$ cat src/rtl/uart_attn_rx_pkg.sv
package uart_attn_rx_pkg;

    localparam int CHAR_BITS = 9;

    typedef enum logic [2:0] {
        ST_IDLE,
        ST_START,
        ST_DATA,
        ST_PARITY,
        ST_STOP,
        ST_BREAK
    } rx_state_t;

    typedef enum logic [1:0] {
        PAR_ODD   = 2'b00,
        PAR_EVEN  = 2'b01,
        PAR_ONE   = 2'b10,
        PAR_ZERO  = 2'b11
    } par_sel_t;

    typedef struct packed {
        logic [CHAR_BITS-1:0] bits;
        logic                 par_bad;
        logic                 frm_bad;
    } rx_char_t;

endpackage

$ cat src/rtl/uart_rx_sync.sv
module uart_rx_sync #(
    parameter int   STAGES    = 2,
    parameter logic RESET_VAL = 1'b1
) (
    input  logic clk_i,
    input  logic rst_ni,
    input  logic d_i,
    output logic q_o
);
    localparam int N = (STAGES < 2) ? 2 : STAGES;

    logic [N-1:0] chain_q;

    always_ff @(posedge clk_i or negedge rst_ni) begin
        if (!rst_ni) begin
            chain_q <= {N{RESET_VAL}};
        end else begin
            chain_q <= {chain_q[N-2:0], d_i};
        end
    end

    assign q_o = chain_q[N-1];
endmodule

$ cat src/rtl/uart_rx_frame.sv
module uart_rx_frame
    import uart_attn_rx_pkg::*;
#(
    parameter int OVS = 16
) (
    input  logic       clk_i,
    input  logic       rst_ni,
    input  logic       tick_i,
    input  logic       line_i,
    input  logic [1:0] frm_len_i,
    input  logic       par_en_i,
    input  logic [1:0] par_sel_i,
    output logic       done_o,
    output rx_char_t   char_o
);
    localparam int CNT_W = $clog2(OVS);
    localparam int IDX_W = $clog2(CHAR_BITS + 1);
    localparam logic [CNT_W-1:0] MID_CNT = CNT_W'(OVS / 2 - 1);
    localparam logic [CNT_W-1:0] END_CNT = CNT_W'(OVS - 1);

    rx_state_t            state_q, state_d;
    logic [CNT_W-1:0]     cnt_q;
    logic [IDX_W-1:0]     idx_q;
    logic [IDX_W-1:0]     last_idx;
    logic [CHAR_BITS-1:0] shift_q;
    logic [CHAR_BITS-1:0] par_mask;
    logic                 par_bit_q;
    logic                 par_on;
    logic                 at_point;
    logic                 sample;
    logic                 data_x;
    logic                 par_bad;
    logic                 done_q;
    rx_char_t             char_q;

    // format decode
    always_comb begin
        unique case (frm_len_i)
            2'b00:   last_idx = IDX_W'(7);
            2'b01:   last_idx = IDX_W'(6);
            default: last_idx = IDX_W'(8);
        endcase
    end

    assign par_on   = par_en_i && !frm_len_i[1];
    assign at_point = (state_q == ST_START) ? (cnt_q == MID_CNT) : (cnt_q == END_CNT);
    assign sample   = tick_i && at_point;

    // parity evaluation over the data bits of the current format
    assign par_mask = (frm_len_i == 2'b01) ? CHAR_BITS'(9'h07F) : CHAR_BITS'(9'h0FF);
    assign data_x   = ^(shift_q & par_mask);

    always_comb begin
        unique case (par_sel_t'(par_sel_i))
            PAR_ODD:  par_bad = par_on && ((data_x ^ par_bit_q) != 1'b1);
            PAR_EVEN: par_bad = par_on && ((data_x ^ par_bit_q) != 1'b0);
            PAR_ONE:  par_bad = par_on && !par_bit_q;
            PAR_ZERO: par_bad = par_on && par_bit_q;
            default:  par_bad = 1'b0;
        endcase
    end

    // state register
    always_ff @(posedge clk_i or negedge rst_ni) begin
        if (!rst_ni) begin
            state_q <= ST_IDLE;
        end else begin
            state_q <= state_d;
        end
    end

    // next state
    always_comb begin
        state_d = state_q;
        unique case (state_q)
            ST_IDLE: begin
                if (tick_i && !line_i) state_d = ST_START;
            end
            ST_START: begin
                if (sample) state_d = line_i ? ST_IDLE : ST_DATA;
            end
            ST_DATA: begin
                if (sample && (idx_q == last_idx)) state_d = par_on ? ST_PARITY : ST_STOP;
            end
            ST_PARITY: begin
                if (sample) state_d = ST_STOP;
            end
            ST_STOP: begin
                if (sample) state_d = line_i ? ST_IDLE : ST_BREAK;
            end
            ST_BREAK: begin
                if (line_i) state_d = ST_IDLE;
            end
            default: state_d = ST_IDLE;
        endcase
    end

    // datapath and outputs
    always_ff @(posedge clk_i or negedge rst_ni) begin
        if (!rst_ni) begin
            cnt_q     <= '0;
            idx_q     <= '0;
            shift_q   <= '0;
            par_bit_q <= 1'b0;
            done_q    <= 1'b0;
            char_q    <= '0;
        end else begin
            done_q <= 1'b0;
            if (state_q == ST_IDLE || state_q == ST_BREAK) begin
                cnt_q <= '0;
            end else if (tick_i) begin
                cnt_q <= sample ? '0 : cnt_q + 1'b1;
            end
            if (state_q == ST_IDLE) begin
                idx_q     <= '0;
                shift_q   <= '0;
                par_bit_q <= 1'b0;
            end
            if (state_q == ST_DATA && sample) begin
                shift_q[idx_q] <= line_i;
                idx_q          <= idx_q + 1'b1;
            end
            if (state_q == ST_PARITY && sample) begin
                par_bit_q <= line_i;
            end
            if (state_q == ST_STOP && sample) begin
                done_q         <= 1'b1;
                char_q.bits    <= shift_q;
                char_q.par_bad <= par_bad;
                char_q.frm_bad <= !line_i;
            end
        end
    end

    assign done_o = done_q;
    assign char_o = char_q;
endmodule

$ cat src/rtl/uart_rx_status.sv
module uart_rx_status
    import uart_attn_rx_pkg::*;
(
    input  logic       clk_i,
    input  logic       rst_ni,
    input  logic       done_i,
    input  rx_char_t   char_i,
    input  logic       nine_i,
    input  logic       line_i,
    input  logic       attn_set_i,
    input  logic       rd_buf_i,
    input  logic       rd_stat_i,
    input  logic       rx_ie_i,
    output logic [7:0] data_o,
    output logic       bit9_o,
    output logic       full_o,
    output logic       pe_o,
    output logic       fe_o,
    output logic       ovr_o,
    output logic       err_o,
    output logic       line_low_o,
    output logic       attn_o,
    output logic       irq_o
);
    logic [7:0] data_q;
    logic       bit9_q, full_q, pe_q, fe_q, ovr_q, low_q, attn_q;
    logic       dropped, accept, still_full, load, overrun;

    assign dropped    = attn_q && nine_i && !char_i.bits[CHAR_BITS-1];
    assign accept     = done_i && !dropped;
    assign still_full = full_q && !rd_buf_i;
    assign load       = accept && !still_full;
    assign overrun    = accept && still_full;

    always_ff @(posedge clk_i or negedge rst_ni) begin
        if (!rst_ni) begin
            data_q <= '0;
            bit9_q <= 1'b0;
            full_q <= 1'b0;
            pe_q   <= 1'b0;
            fe_q   <= 1'b0;
            ovr_q  <= 1'b0;
            low_q  <= 1'b0;
            attn_q <= 1'b0;
        end else begin
            if (load) begin
                data_q <= char_i.bits[7:0];
                bit9_q <= nine_i && char_i.bits[CHAR_BITS-1];
            end
            if (load)          full_q <= 1'b1;
            else if (rd_buf_i) full_q <= 1'b0;

            if (accept && char_i.par_bad) pe_q <= 1'b1;
            else if (rd_stat_i)           pe_q <= 1'b0;

            if (accept && char_i.frm_bad) fe_q <= 1'b1;
            else if (rd_stat_i)           fe_q <= 1'b0;

            if (overrun)        ovr_q <= 1'b1;
            else if (rd_stat_i) ovr_q <= 1'b0;

            if (done_i && char_i.frm_bad) low_q <= 1'b1;
            else if (line_i)              low_q <= 1'b0;

            if (attn_set_i)                                             attn_q <= 1'b1;
            else if (accept && nine_i && char_i.bits[CHAR_BITS-1])      attn_q <= 1'b0;
        end
    end

    assign data_o     = data_q;
    assign bit9_o     = bit9_q;
    assign full_o     = full_q;
    assign pe_o       = pe_q;
    assign fe_o       = fe_q;
    assign ovr_o      = ovr_q;
    assign err_o      = pe_q | fe_q | ovr_q;
    assign line_low_o = low_q;
    assign attn_o     = attn_q;
    assign irq_o      = full_q & rx_ie_i;
endmodule

$ cat src/rtl/uart_attn_rx.sv
module uart_attn_rx
    import uart_attn_rx_pkg::*;
#(
    parameter int OVS         = 16,
    parameter int SYNC_STAGES = 2
) (
    input  logic       clk_i,
    input  logic       rst_ni,
    input  logic       rx_i,
    input  logic       tick_i,
    input  logic [1:0] frm_len_i,
    input  logic       par_en_i,
    input  logic [1:0] par_sel_i,
    input  logic       rx_ie_i,
    input  logic       attn_set_i,
    input  logic       rd_buf_i,
    input  logic       rd_stat_i,
    output logic [7:0] data_o,
    output logic       bit9_o,
    output logic       full_o,
    output logic       pe_o,
    output logic       fe_o,
    output logic       ovr_o,
    output logic       err_o,
    output logic       line_low_o,
    output logic       attn_o,
    output logic       irq_o
);
    logic     line_s;
    logic     rx_done;
    rx_char_t rx_char;

    uart_rx_sync #(.STAGES(SYNC_STAGES), .RESET_VAL(1'b1)) u_sync (
        .clk_i  (clk_i),
        .rst_ni (rst_ni),
        .d_i    (rx_i),
        .q_o    (line_s)
    );

    uart_rx_frame #(.OVS(OVS)) u_frame (
        .clk_i     (clk_i),
        .rst_ni    (rst_ni),
        .tick_i    (tick_i),
        .line_i    (line_s),
        .frm_len_i (frm_len_i),
        .par_en_i  (par_en_i),
        .par_sel_i (par_sel_i),
        .done_o    (rx_done),
        .char_o    (rx_char)
    );

    uart_rx_status u_status (
        .clk_i      (clk_i),
        .rst_ni     (rst_ni),
        .done_i     (rx_done),
        .char_i     (rx_char),
        .nine_i     (frm_len_i[1]),
        .line_i     (line_s),
        .attn_set_i (attn_set_i),
        .rd_buf_i   (rd_buf_i),
        .rd_stat_i  (rd_stat_i),
        .rx_ie_i    (rx_ie_i),
        .data_o     (data_o),
        .bit9_o     (bit9_o),
        .full_o     (full_o),
        .pe_o       (pe_o),
        .fe_o       (fe_o),
        .ovr_o      (ovr_o),
        .err_o      (err_o),
        .line_low_o (line_low_o),
        .attn_o     (attn_o),
        .irq_o      (irq_o)
    );
endmodule

$ cat config.mk
export PLATFORM = sky130hd
export DESIGN_NAME = uart_attn_rx
export DESIGN_NICKNAME = d
export VERILOG_FILES = /design/src/rtl/uart_attn_rx_pkg.sv /design/src/rtl/uart_rx_sync.sv /design/src/rtl/uart_rx_frame.sv /design/src/rtl/uart_rx_status.sv /design/src/rtl/uart_attn_rx.sv
export SDC_FILE = /design/constraint.sdc
export NUM_CORES = 1
export LEC_CHECK = 0
export ABC_CLOCK_PERIOD_IN_PS = 5900
export BUFFER_PORTS_ARGS = -buffer_cell sky130_fd_sc_hd__buf_4
export CELL_PAD_IN_SITES_DETAIL_PLACEMENT = 1
export CELL_PAD_IN_SITES_GLOBAL_PLACEMENT = 2
export CORE_ASPECT_RATIO = 0.75
export CORE_MARGIN = 3
export CORE_UTILIZATION = 41
export CTS_BUF_LIST = sky130_fd_sc_hd__clkbuf_2
export CTS_CLUSTER_DIAMETER = 100
export DETAILED_ROUTE_END_ITERATION = 7
export PLACE_DENSITY = 0.95
export SKIP_LAST_GASP = 1
export SYNTH_ARGS = -nofsm -noshare
export SYNTH_HDL_FRONTEND = slang
export SYNTH_SLANG_ARGS = --single-unit
$ cat constraint.sdc
create_clock -name clk_i -period 5.9 [get_ports clk_i]
set_clock_uncertainty 0.2 [all_clocks]
set_input_delay 0 -clock clk_i [delete_from_list [all_inputs] [get_ports clk_i]]
set_output_delay 0 -clock clk_i [all_outputs]
set_load 0.005 [all_outputs]
# Word level (Yosys, flattened, before mapping)
# Cells that the tools add are included.
dict set report totals {
  register_bits 50
  in_bits 13
}
dict set report classes {
  n_addsub 2
  magnitude_cmp 2
  eq_ne 18
  muxes 37
  bitwise_logic 6
  reduce_logical 46
}
# op count
set op_table {}
lappend op_table {{logical AND 1 bit} 24}
lappend op_table {{2-to-1 mux 3 bit} 8}
lappend op_table {{2-to-1 mux 4 bit} 5}
lappend op_table {{2-to-1 mux 9 bit} 2}
lappend op_table {{case mux 3 bit (6 select lines)} 1}
lappend op_table {{nonzero test 2 bit} 9}
lappend op_table {{2-to-1 mux 1 bit} 15}
lappend op_table {{inequality test 2 x 1 -> 1 bit, second input constant} 5}
lappend op_table {{bitwise AND 9 bit} 1}
lappend op_table {{bitwise mux 9 bit} 1}
lappend op_table {{XOR reduction 9 bit} 1}
lappend op_table {{adder 4 x 1 -> 4 bit, second input constant} 2}
lappend op_table {{2-to-1 mux 8 bit} 1}
lappend op_table {{case mux 4 bit (2 select lines)} 1}
lappend op_table {{zero test 1 bit} 7}
lappend op_table {{== test 3 x 2 -> 1 bit, second input constant} 2}
lappend op_table {{== test 3 bit, second input constant} 2}
lappend op_table {{AND reduction 6 bit} 1}
lappend op_table {{less-than comparator 4 x 5 -> 1 bit, second input constant} 1}
lappend op_table {{demux 1 bit (select 4 bit)} 1}
lappend op_table {{== test 2 x 1 -> 1 bit, second input constant} 2}
lappend op_table {{== test 2 bit, second input constant} 2}
lappend op_table {{== test 4 x 3 -> 1 bit, second input constant} 1}
lappend op_table {{== test 4 bit} 1}
lappend op_table {{13 further kinds} 15}

# Longest topological paths before layout
# Gate-level depths: netlist (run 1).
dict set report depth {
  depth_word 8
  mapped_depth 7
  ltp_nobuf 6
}

# Modules after synthesis
# A second synthesis (run 1) with hierarchy kept.
dict set report unflattened {
  cells_unflattened 226
  hier_area_um2 2474.9
}
# mod n_inst cells_per_inst area_per_inst_um2 seq_area_each_um2
set modules_own_cells {}
lappend modules_own_cells {uart_rx_frame 1 180 1810.5 825.8}
lappend modules_own_cells {uart_rx_status 1 44 611.8 375.4}
lappend modules_own_cells {uart_rx_sync 1 2 52.6 52.6}

# Worst setup path before layout (run 1)
# No wires, ideal clock.
dict set report synth_timing {
  path_kind {register -> register}
  startpoint {reg u_frame.cnt_q[0]}
  endpoint {reg u_frame.state_q[0]}
  setup_time_ns 0.125
  arrival_ns 1.738
  slack_ns 3.837
  path_stages_with_launch 7
  path_cell_list {dfrtp_1 > ha_1 > and3_1 > a21o_1 > a221o_1 > o211ai_2 > mux2_2}
}
dict set report synth_between {
  elab_chain_len 6
}
# item line
set synth_lines {}
lappend synth_lines {{from (decl)} uart_rx_frame.sv:22} ;# logic [CNT_W-1:0] cnt_q;
lappend synth_lines {{from (signal assigned)} uart_rx_frame.sv:112} ;# cnt_q <= sample ? '0 : cnt_q + 1'b1;
lappend synth_lines {{== test 4 bit / == test 4 x 3 -> 1 bit (equally long branches)} uart_rx_frame.sv:46} ;# assign at_point = (state_q == ST_START) ? (cnt_q == MID_CNT) : (cnt_q == END_CNT);
lappend synth_lines {{2-to-1 mux 1 bit *} uart_rx_frame.sv:46}
lappend synth_lines {{logical AND 1 bit *} uart_rx_frame.sv:47} ;# assign sample = tick_i && at_point;
lappend synth_lines {{logical AND 1 bit} uart_rx_frame.sv:83} ;# if (sample && (idx_q == last_idx)) state_d = par_on ? ST_PARITY : ST_STOP;
lappend synth_lines {{inequality test 2 x 1 -> 1 bit (no line)} --}
lappend synth_lines {{AND reduction 6 bit (no line) *} --}
lappend synth_lines {{to (signal assigned)} uart_rx_frame.sv:68} ;# state_q <= state_d;
lappend synth_lines {{to (decl)} uart_rx_frame.sv:21} ;# rx_state_t state_q, state_d;
# Every way passes the cells marked *; elsewhere a longest branch is shown, timed or not.
# A chain may end at the register's enable or synchronous reset.

# Worst setup path in the final report (run 1)
dict set report layout_timing {
  startpoint {reg u_frame.cnt_q[0]}
  endpoint {reg u_frame.char_q (netlist bit u_frame.char_o[1])}
}
dict set report layout_between {
  elab_chain_len 4
}
# item line
set layout_lines {}
lappend layout_lines {{== test 4 bit / == test 4 x 3 -> 1 bit (equally long branches)} uart_rx_frame.sv:46}
lappend layout_lines {{2-to-1 mux 1 bit *} uart_rx_frame.sv:46}
lappend layout_lines {{logical AND 1 bit *} uart_rx_frame.sv:47}
lappend layout_lines {{logical AND 1 bit *} uart_rx_frame.sv:126} ;# if (state_q == ST_STOP && sample) begin
lappend layout_lines {{to (decl)} uart_rx_frame.sv:34} ;# rx_char_t char_q;
# Marked as above.

==> results of run 1 <==
-- worst register-to-register path, stage by stage (launching register included) --
cell and delay [ps]:
dfrtp_1 450, ha_1 220, and3_1 260, nand4_1 530
inv_1 490, nand4_1 130, dlygate4sd3_1 570, o211ai_1 150
dlygate4sd3_1 560
-- metrics by stage --
stage,instances,hold slack (ps),worst slack (ps),utilization (%),area [sq um]
finish,367,73.07,2310,53.79,3003
global route,367,32.14,1981,53.79,3003
CTS,367,61.88,2367,53.79,3003
detailed placement,344,-136.1,3495,49.10,2741
global placement,344,-131.2,3622,49.10,2741
floorplan,250,-495.6,3837,-,2475
-- area by class of cell --
type | count | share of cell area, %
sequential | 50 | 41.75
multi-input combinational | 177 | 37.54
tap | 75 | 3.125
timing repair buffer | 44 | 12.83
clock buffer | 5 | 0.8333
clock inverter | 3 | 2.292
inverter | 13 | 1.625
-- cells by family after synthesis --
kind of cell	synth area share, %
flip-flops	50.66
adder cells (fa/ha/maj)	2.528
buffers and inverters	3.791
AO/OA/AOI/OAI	12.18
AND/OR/NAND/NOR	19.36
XOR/XNOR	4.095
multiplexers	7.381
-- cells in the mapped netlist (all sizes together) (4+ instances only) --
master / number
a21oi: 5
a31oi: 6
a41o: 5
buf: 5
clkbuf: 5
dfrtp: 48
ha: 5
inv: 13
mux2: 10
mux2i: 7
nand2: 60
nand2b: 4
nand4: 4
nor2: 12
nor3b: 5
o21ai: 9
xnor2: 6
-- power groups by stage --
| stage | clock network [mW] | registers, mW | logic, mW |
|---|---|---|---|
| 2_1_floorplan | 0 | 0.379 | 0.150 |
| 3_3_place_gp | 0 | 0.406 | 0.167 |
| 3_5_place_dp | 0 | 0.407 | 0.171 |
| 4_1_cts | 0.235 | 0.401 | 0.180 |
| 5_1_grt | 0.250 | 0.409 | 0.203 |
| 6_report | 0.231 | 0.402 | 0.176 |
-- per-layer routing --
metal / GRT usage [%] / up-vias / routed length (um) / share of wire (%)
met2: 29.35 / 42 / 2810 / 47
met5: 0 / - / 0 / 0
li1: - / 940 / - / -
met3: 4.401 / 10 / 264 / 4.4
met4: 4.890 / 0 / 61 / 1.0
met1: 27.71 / 983 / 2897 / 48
-- state kept, by name (all words and copies together), names as in the netlist, 2 cells and up --
register,cells
u_frame.char_o,11
u_frame.shift_q,9
u_status.data_o,8
u_frame.cnt_q,4
u_frame.idx_q,4
u_frame.state_q,3
u_sync.chain_q,2
-- final timing paths --
| check | from | to | slack [ps] |
|---|---|---|---|
| min in group asynchronous | rst_ni | u_sync.chain_q[0] | 370 |
| worst min register to register | u_sync.chain_q[0] | u_sync.chain_q[1] | 180 |
| worst max register to register | u_frame.cnt_q[0] | u_frame.char_o[1] | 2310 |
| max in group asynchronous | rst_ni | u_frame.char_o[2] | 4880 |
| worst max-delay path | u_frame.cnt_q[0] | u_frame.char_o[1] | 2310 |
| worst min-delay path | attn_set_i | u_status.attn_o | 70 |
-- repair_timing --
action                                 4_1_cts  5_1_grt
hold buffers                                15        0
buffers inserted                             0        0
endpoints found under the hold margin       65        0
==> flow_summary.json, run 1 <==
{
  "outcome": "finished clean",
  "synth_top_area_share_pct": 48.53,
  "whs_path_depth": 3,
  "avgViaCountPerCell": 5.381,
  "avgSynthCellArea_sq_um": 9.899,
  "hp-class": "in -> reg",
  "crit_path_end_kind": "flop",
  "ios": 30,
  "powerDensity_nw_per_um2": 269.7,
  "grt_max_degree": 49,
  "cp_num_buf_inv": 3,
  "grtUsageTotal_pct": 19.23,
  "peakVddDrop_uv": 113.8,
  "p_sw_share_pct": 31.51,
  "design.core.area_sq_um": 5583,
  "hold_viol": 0,
  "cp_num_cells": 8,
  "critPathMaxStageDelay_ps": 570,
  "start_util_pct": 44.33,
  "fill_cells": 624,
  "fp.dieW_um": 95.71,
  "cellLeakagePower_nw": 1.478,
  "clock-sinks": 50,
  "synth_top_flop_cell": "dfrtp_1",
  "p_comb_share_pct": 21.7,
  "cpLargestDelayFamily": "buffers and inverters",
  "vias": 1975,
  "cts_buffers": 5,
  "critPathMaxFanout": 14,
  "post-route-period-util_pct": 60.85,
  "grt_pass1_wl_mm": 10.36,
  "cts_max_path_buffers": 2,
  "drc_errors": 0,
  "fp-row-count": 23,
  "dpl.hpwl_mm": 4.121,
  "async_flop_share_pct": 100.0,
  "grt_pass1_vias": 2081,
  "cts_resized": 0,
  "crit_path_start_kind": "flop",
  "yosysTopAreaCell": "dfrtp_1",
  "area_growth_pct": 21.33,
  "clkPwrFrac_pct": 28.6,
  "synthesis.instances": 250,
  "final_layout_size_suffix_gt1_share_pct": 18.49,
  "cp_data_arrival_time_ps": 3790,
  "die-area_sq_um": 7014,
  "setup.worst_path.class": "reg -> reg",
  "die_h_um": 73.29,
  "final_common_cell": "nand2_1",
  "power_mw": 0.8098,
  "synth_area_sq_um": 2475,
  "htree_levels": 2,
  "worstSkewPairLatency_ps": 440,
  "routabilityCongestion": 0.8452,
  "drtIter0Drc": 74,
  "path_clk_slew_ps": 270,
  "worstPathRequired_ps": 6100,
  "synth_area_leaders": "dfrtp_1, nand2_1, mux2_2",
  "wirelength_mm": 6.033,
  "io_buffers": 29,
  "tightest_slew_ps": 620.8,
  "grt-ovfl-total": 0,
  "drtPass1Iterations": 4,
  "worstRegToRegCells": 8,
  "crit_path_cell_trace": "ha_1, and3_1, nand4_1, inv_1, nand4_1, dlygate4sd3_1, o211ai_1, dlygate4sd3_1",
  "wl_per_cell_um": 16.44,
  "synth_cell_types": 48,
  "p_int_mw": 0.5546,
  "critical-path-slowest-cell": "dlygate4sd3_1",
  "tns_ps": 0,
  "layout_common_cells": "nand2_1, dfrtp_1, buf_4, dlygate4sd3_1, inv_1",
  "drv_cap": 0,
  "antenna_left": 0,
  "synth_edf_count": 0,
  "synth_seq_area_share_pct": 50.66,
  "tritoncts": "done",
  "finalMaxSlewViolations": 0,
  "p_switching_mw": 0.2552,
  "synthesis.nets": 268,
  "n_antenna_cell": 0,
  "seqCellArea_sq_um": 1254,
  "layout_min_cycle_time_ps": 3590,
  "rsz0062_at_grt": "false",
  "fmaxAchievable_mhz": 278.5,
  "antenna_found_initial": 0,
  "seqPwrFrac_pct": 49.7,
  "ctsRootBufferMaster": "clkbuf_2",
  "yosys_warnings": 0,
  "final-setup-viol-count": 0,
  "layout.nets": 309,
  "ys_ff_latch": 50,
  "slew_headroom_pct": 58.49,
  "multi_input_area_sq_um": 1127
}
(Power assumes the default switching activity.)
==> run 2, diff against run 1 <==
--- a/config.mk
+++ b/config.mk
@@ -5,17 +5,18 @@
 export SDC_FILE = /design/constraint.sdc
 export NUM_CORES = 1
 export LEC_CHECK = 0
-export ABC_CLOCK_PERIOD_IN_PS = 5900
+export ABC_AREA = 1
+export ABC_CLOCK_PERIOD_IN_PS = 3600
 export BUFFER_PORTS_ARGS = -buffer_cell sky130_fd_sc_hd__buf_4
 export CELL_PAD_IN_SITES_DETAIL_PLACEMENT = 1
 export CELL_PAD_IN_SITES_GLOBAL_PLACEMENT = 2
 export CORE_ASPECT_RATIO = 0.75
 export CORE_MARGIN = 3
-export CORE_UTILIZATION = 41
+export CORE_UTILIZATION = 36
 export CTS_BUF_LIST = sky130_fd_sc_hd__clkbuf_2
 export CTS_CLUSTER_DIAMETER = 100
 export DETAILED_ROUTE_END_ITERATION = 7
-export PLACE_DENSITY = 0.95
+export PLACE_DENSITY = 0.91
 export SKIP_LAST_GASP = 1
 export SYNTH_ARGS = -nofsm -noshare
 export SYNTH_HDL_FRONTEND = slang
==> constraint.sdc (replaced) <==
create_clock -name clk_i -period 3.6 [get_ports clk_i]
set_clock_uncertainty 0.2 [all_clocks]
set_input_delay 0 -clock clk_i [delete_from_list [all_inputs] [get_ports clk_i]]
set_output_delay 0 -clock clk_i [all_outputs]
set_load 0.005 [all_outputs]
==> run 2 against run 1 <==
Sequential share of layout area rose by 0.67 points. First-iteration DRC count fell by 1.4%. Combinational power rose by 44%. Global-route usage fell by 3.0 points. Largest power group unchanged. Cell count rose by 14%. Flip-flop and latch count did not move.
==> flow_summary.json, run 2 <==
{
  "wl_per_cell_um": 14.01,
  "clkPwrFrac_pct": 21.1,
  "cp_data_arrival_time_ps": 2750,
  "drv_cap": 0,
  "avgViaCountPerCell": 4.814,
  "p_comb_share_pct": 23.0,
  "grt_pass1_vias": 2153,
  "reg2reg_slack_ps": 1010,
  "rsz0062_at_grt": "false",
  "grtUsageTotal_pct": 16.22,
  "layout_min_cycle_time_ps": 2593,
  "fmaxAchievable_mhz": 385.7,
  "cts_max_path_buffers": 2,
  "p_int_mw": 0.7297,
  "dpl.hpwl_mm": 4.214,
  "start_util_pct": 37.88,
  "synth_commonest_cells": "nand2_1, dfrtp_1, inv_1",
  "avgSynthCellArea_sq_um": 8.389,
  "antenna_found_initial": 0,
  "tns_ps": 0,
  "grt_pass1_wl_mm": 10.16,
  "area_growth_pct": 21.07,
  "ys_ff_latch": 50,
  "seqPwrFrac_pct": 55.9,
  "cts_buffers": 5,
  "power_mw": 1.104,
  "synth_top_area_share_pct": 49.21,
  "post-route-period-util_pct": 72.02,
  "synth_area_sq_um": 2441,
  "crit_path_end_kind": "flop",
  "io_buffers": 29,
  "worstPathRequired_ps": 3750,
  "fp.dieW_um": 101.1,
  "finalMaxSlewViolations": 0,
  "layout_common_cells": "nand2_1, dfrtp_1, inv_1, nand3_1, buf_4",
  "tritoncts": "done",
  "worstSkewPairLatency_ps": 410,
  "yosysTopAreaCell": "dfrtp_1",
  "synthesis.nets": 309,
  "wirelength_mm": 5.886,
  "fp-row-count": 25,
  "final-setup-viol-count": 0,
  "clock-sinks": 50,
  "synth_edf_count": 0,
  "synth_area_leaders": "dfrtp_1, nand2_1, nand3_1",
  "hold_viol": 0,
  "largest_reg_flops": 11,
  "grt-ovfl-total": 0,
  "powerDensity_nw_per_um2": 373.6,
  "ctsRootBufferMaster": "clkbuf_2",
  "die_h_um": 77.32,
  "r2r-end": "u_frame.char_o[1]",
  "yosys_warnings": 0,
  "slew_headroom_pct": 61.97,
  "reg2reg_from": "u_frame.shift_q[3]",
  "postCtsSetupBuffers": 0,
  "outcome": "finished clean",
  "p_sw_share_pct": 33.91,
  "peakVddDrop_uv": 212.9,
  "setup.worst_path.class": "reg -> reg",
  "path_clk_slew_ps": 260,
  "cellLeakagePower_nw": 1.499,
  "drc_errors": 0,
  "vias": 2022,
  "routabilityCongestion": 0.8036,
  "worst_hold_slack_ps": 75.30,
  "layout.nets": 356,
  "yosysMostFrequentCell": "nand2_1",
  "critPathMaxFanout": 4,
  "synthesis.instances": 291,
  "ios": 30,
  "worstRegToRegCells": 12,
  "final_layout_size_suffix_gt1_share_pct": 16.52,
  "hp-class": "in -> out",
  "crit_path_start_kind": "flop",
  "drtIter0Drc": 73,
  "n_antenna_cell": 0,
  "synth_seq_area_share_pct": 51.36,
  "die-area_sq_um": 7815,
  "htree_levels": 2,
  "min_to": "irq_o",
  "final_common_cell": "nand2_1",
  "design.core.area_sq_um": 6444,
  "async_flop_share_pct": 100.0,
  "antenna_left": 0,
  "tightest_slew_ps": 569.0,
  "drtPass1Iterations": 4,
  "p_switching_mw": 0.3743,
  "grt_max_degree": 49,
  "synth_top_flop_cell": "dfrtp_1",
  "whs_path_depth": 4,
  "hp-start": "rx_ie_i",
  "synth_cell_types": 31
}
[run 2: cell types whose count changed after synthesis, moves of 5 or more]
cell     delta
nand3_1    +26
nand2_1    +24
inv_1      +22
mux2_2     -10
o21ai_0    +10
o21ai_1     +8
mux2i_1     -7
xnor2_1     -6
a41o_1      -5
nor3b_1     -5
[run 2: per-stage QoR]
step           util, %  area, sq um  cells  worst slack (ps)
2_1_floorplan        -         2441    291              2019
3_3_place_gp     42.23         2721    395              1764
3_5_place_dp     42.23         2721    395              1683
4_1_cts          45.86         2955    420              1006
5_1_grt          45.86         2955    420             807.5
6_report         45.86         2955    420              1007
[run 2: power by group through the flow]
stage	registers (mW)	clock network (mW)	logic, mW
floorplan	0.618	0	0.166
global route	0.622	0.267	0.290
global placement	0.624	0	0.226
CTS	0.617	0.247	0.257
finish	0.617	0.233	0.254
detailed placement	0.626	0	0.233
[run 2: kinds of logic after synthesis]
group | count (synthesis) | share of synthesized area [%]
simple gates | 143 | 25.53
fa+ha+maj | 5 | 2.563
buf+inv | 45 | 7.688
flops | 50 | 51.36
xor+xnor | 5 | 2.102
compound gates | 43 | 10.76
[run 2: final cells by class]
type / count / area [sq um]
Fill cell: 778 / 3488
Sequential cell: 50 / 1254
Multi-Input combinational cell: 196 / 999.7
Timing Repair Buffer: 46 / 405.4
Inverter: 39 / 148.9
Tap cell: 81 / 101.3
Clock buffer: 5 / 25.02
Clock inverter: 3 / 21.27
[run 2: how the worst max path moves through the flow]
stage,endpoint,slack [ps],start,depth (start not counted)
floorplan,u_frame.shift_q[0],2020,u_frame.state_q[2],9
global placement,u_frame.state_q[2],1760,u_frame.state_q[2],7
detailed placement,u_frame.state_q[1],1680,u_frame.state_q[0],7
CTS,u_frame.char_o[1],1010,u_frame.shift_q[3],12
global route,u_frame.char_o[1],810,u_frame.shift_q[3],12
finish,u_frame.char_o[1],1010,u_frame.shift_q[3],12
[run 2: what timing repair did]
item / 4_1_cts / 5_1_grt
hold buffers: 17 / 0
gates resized for setup: 0 / 0
hold endpoints to repair: 73 / 0
[run 2: worst max-delay path, cell delays in order (launching register included)]
cell	delay [ps]
dfrtp_1	480
nand2_1	100
inv_1	40
nor2_1	80
nand2_1	60
nand2_1	100
nand3_1	120
nand3_1	100
nand2_1	50
dlygate4sd3_1	550
nand3_1	70
dlygate4sd3_1	550
nand2_1	50
[run 2: per-layer routing]
| metal | vias to the layer above | share of wire, % | track usage, % |
|---|---|---|---|
| li1 | 1032 | - | - |
| met1 | 944 | 51 | 23.08 |
| met2 | 37 | 44 | 25.07 |
| met3 | 9 | 3.9 | 3.182 |
| met4 | 0 | 1.3 | 4.515 |
| met5 | - | 0 | 0 |
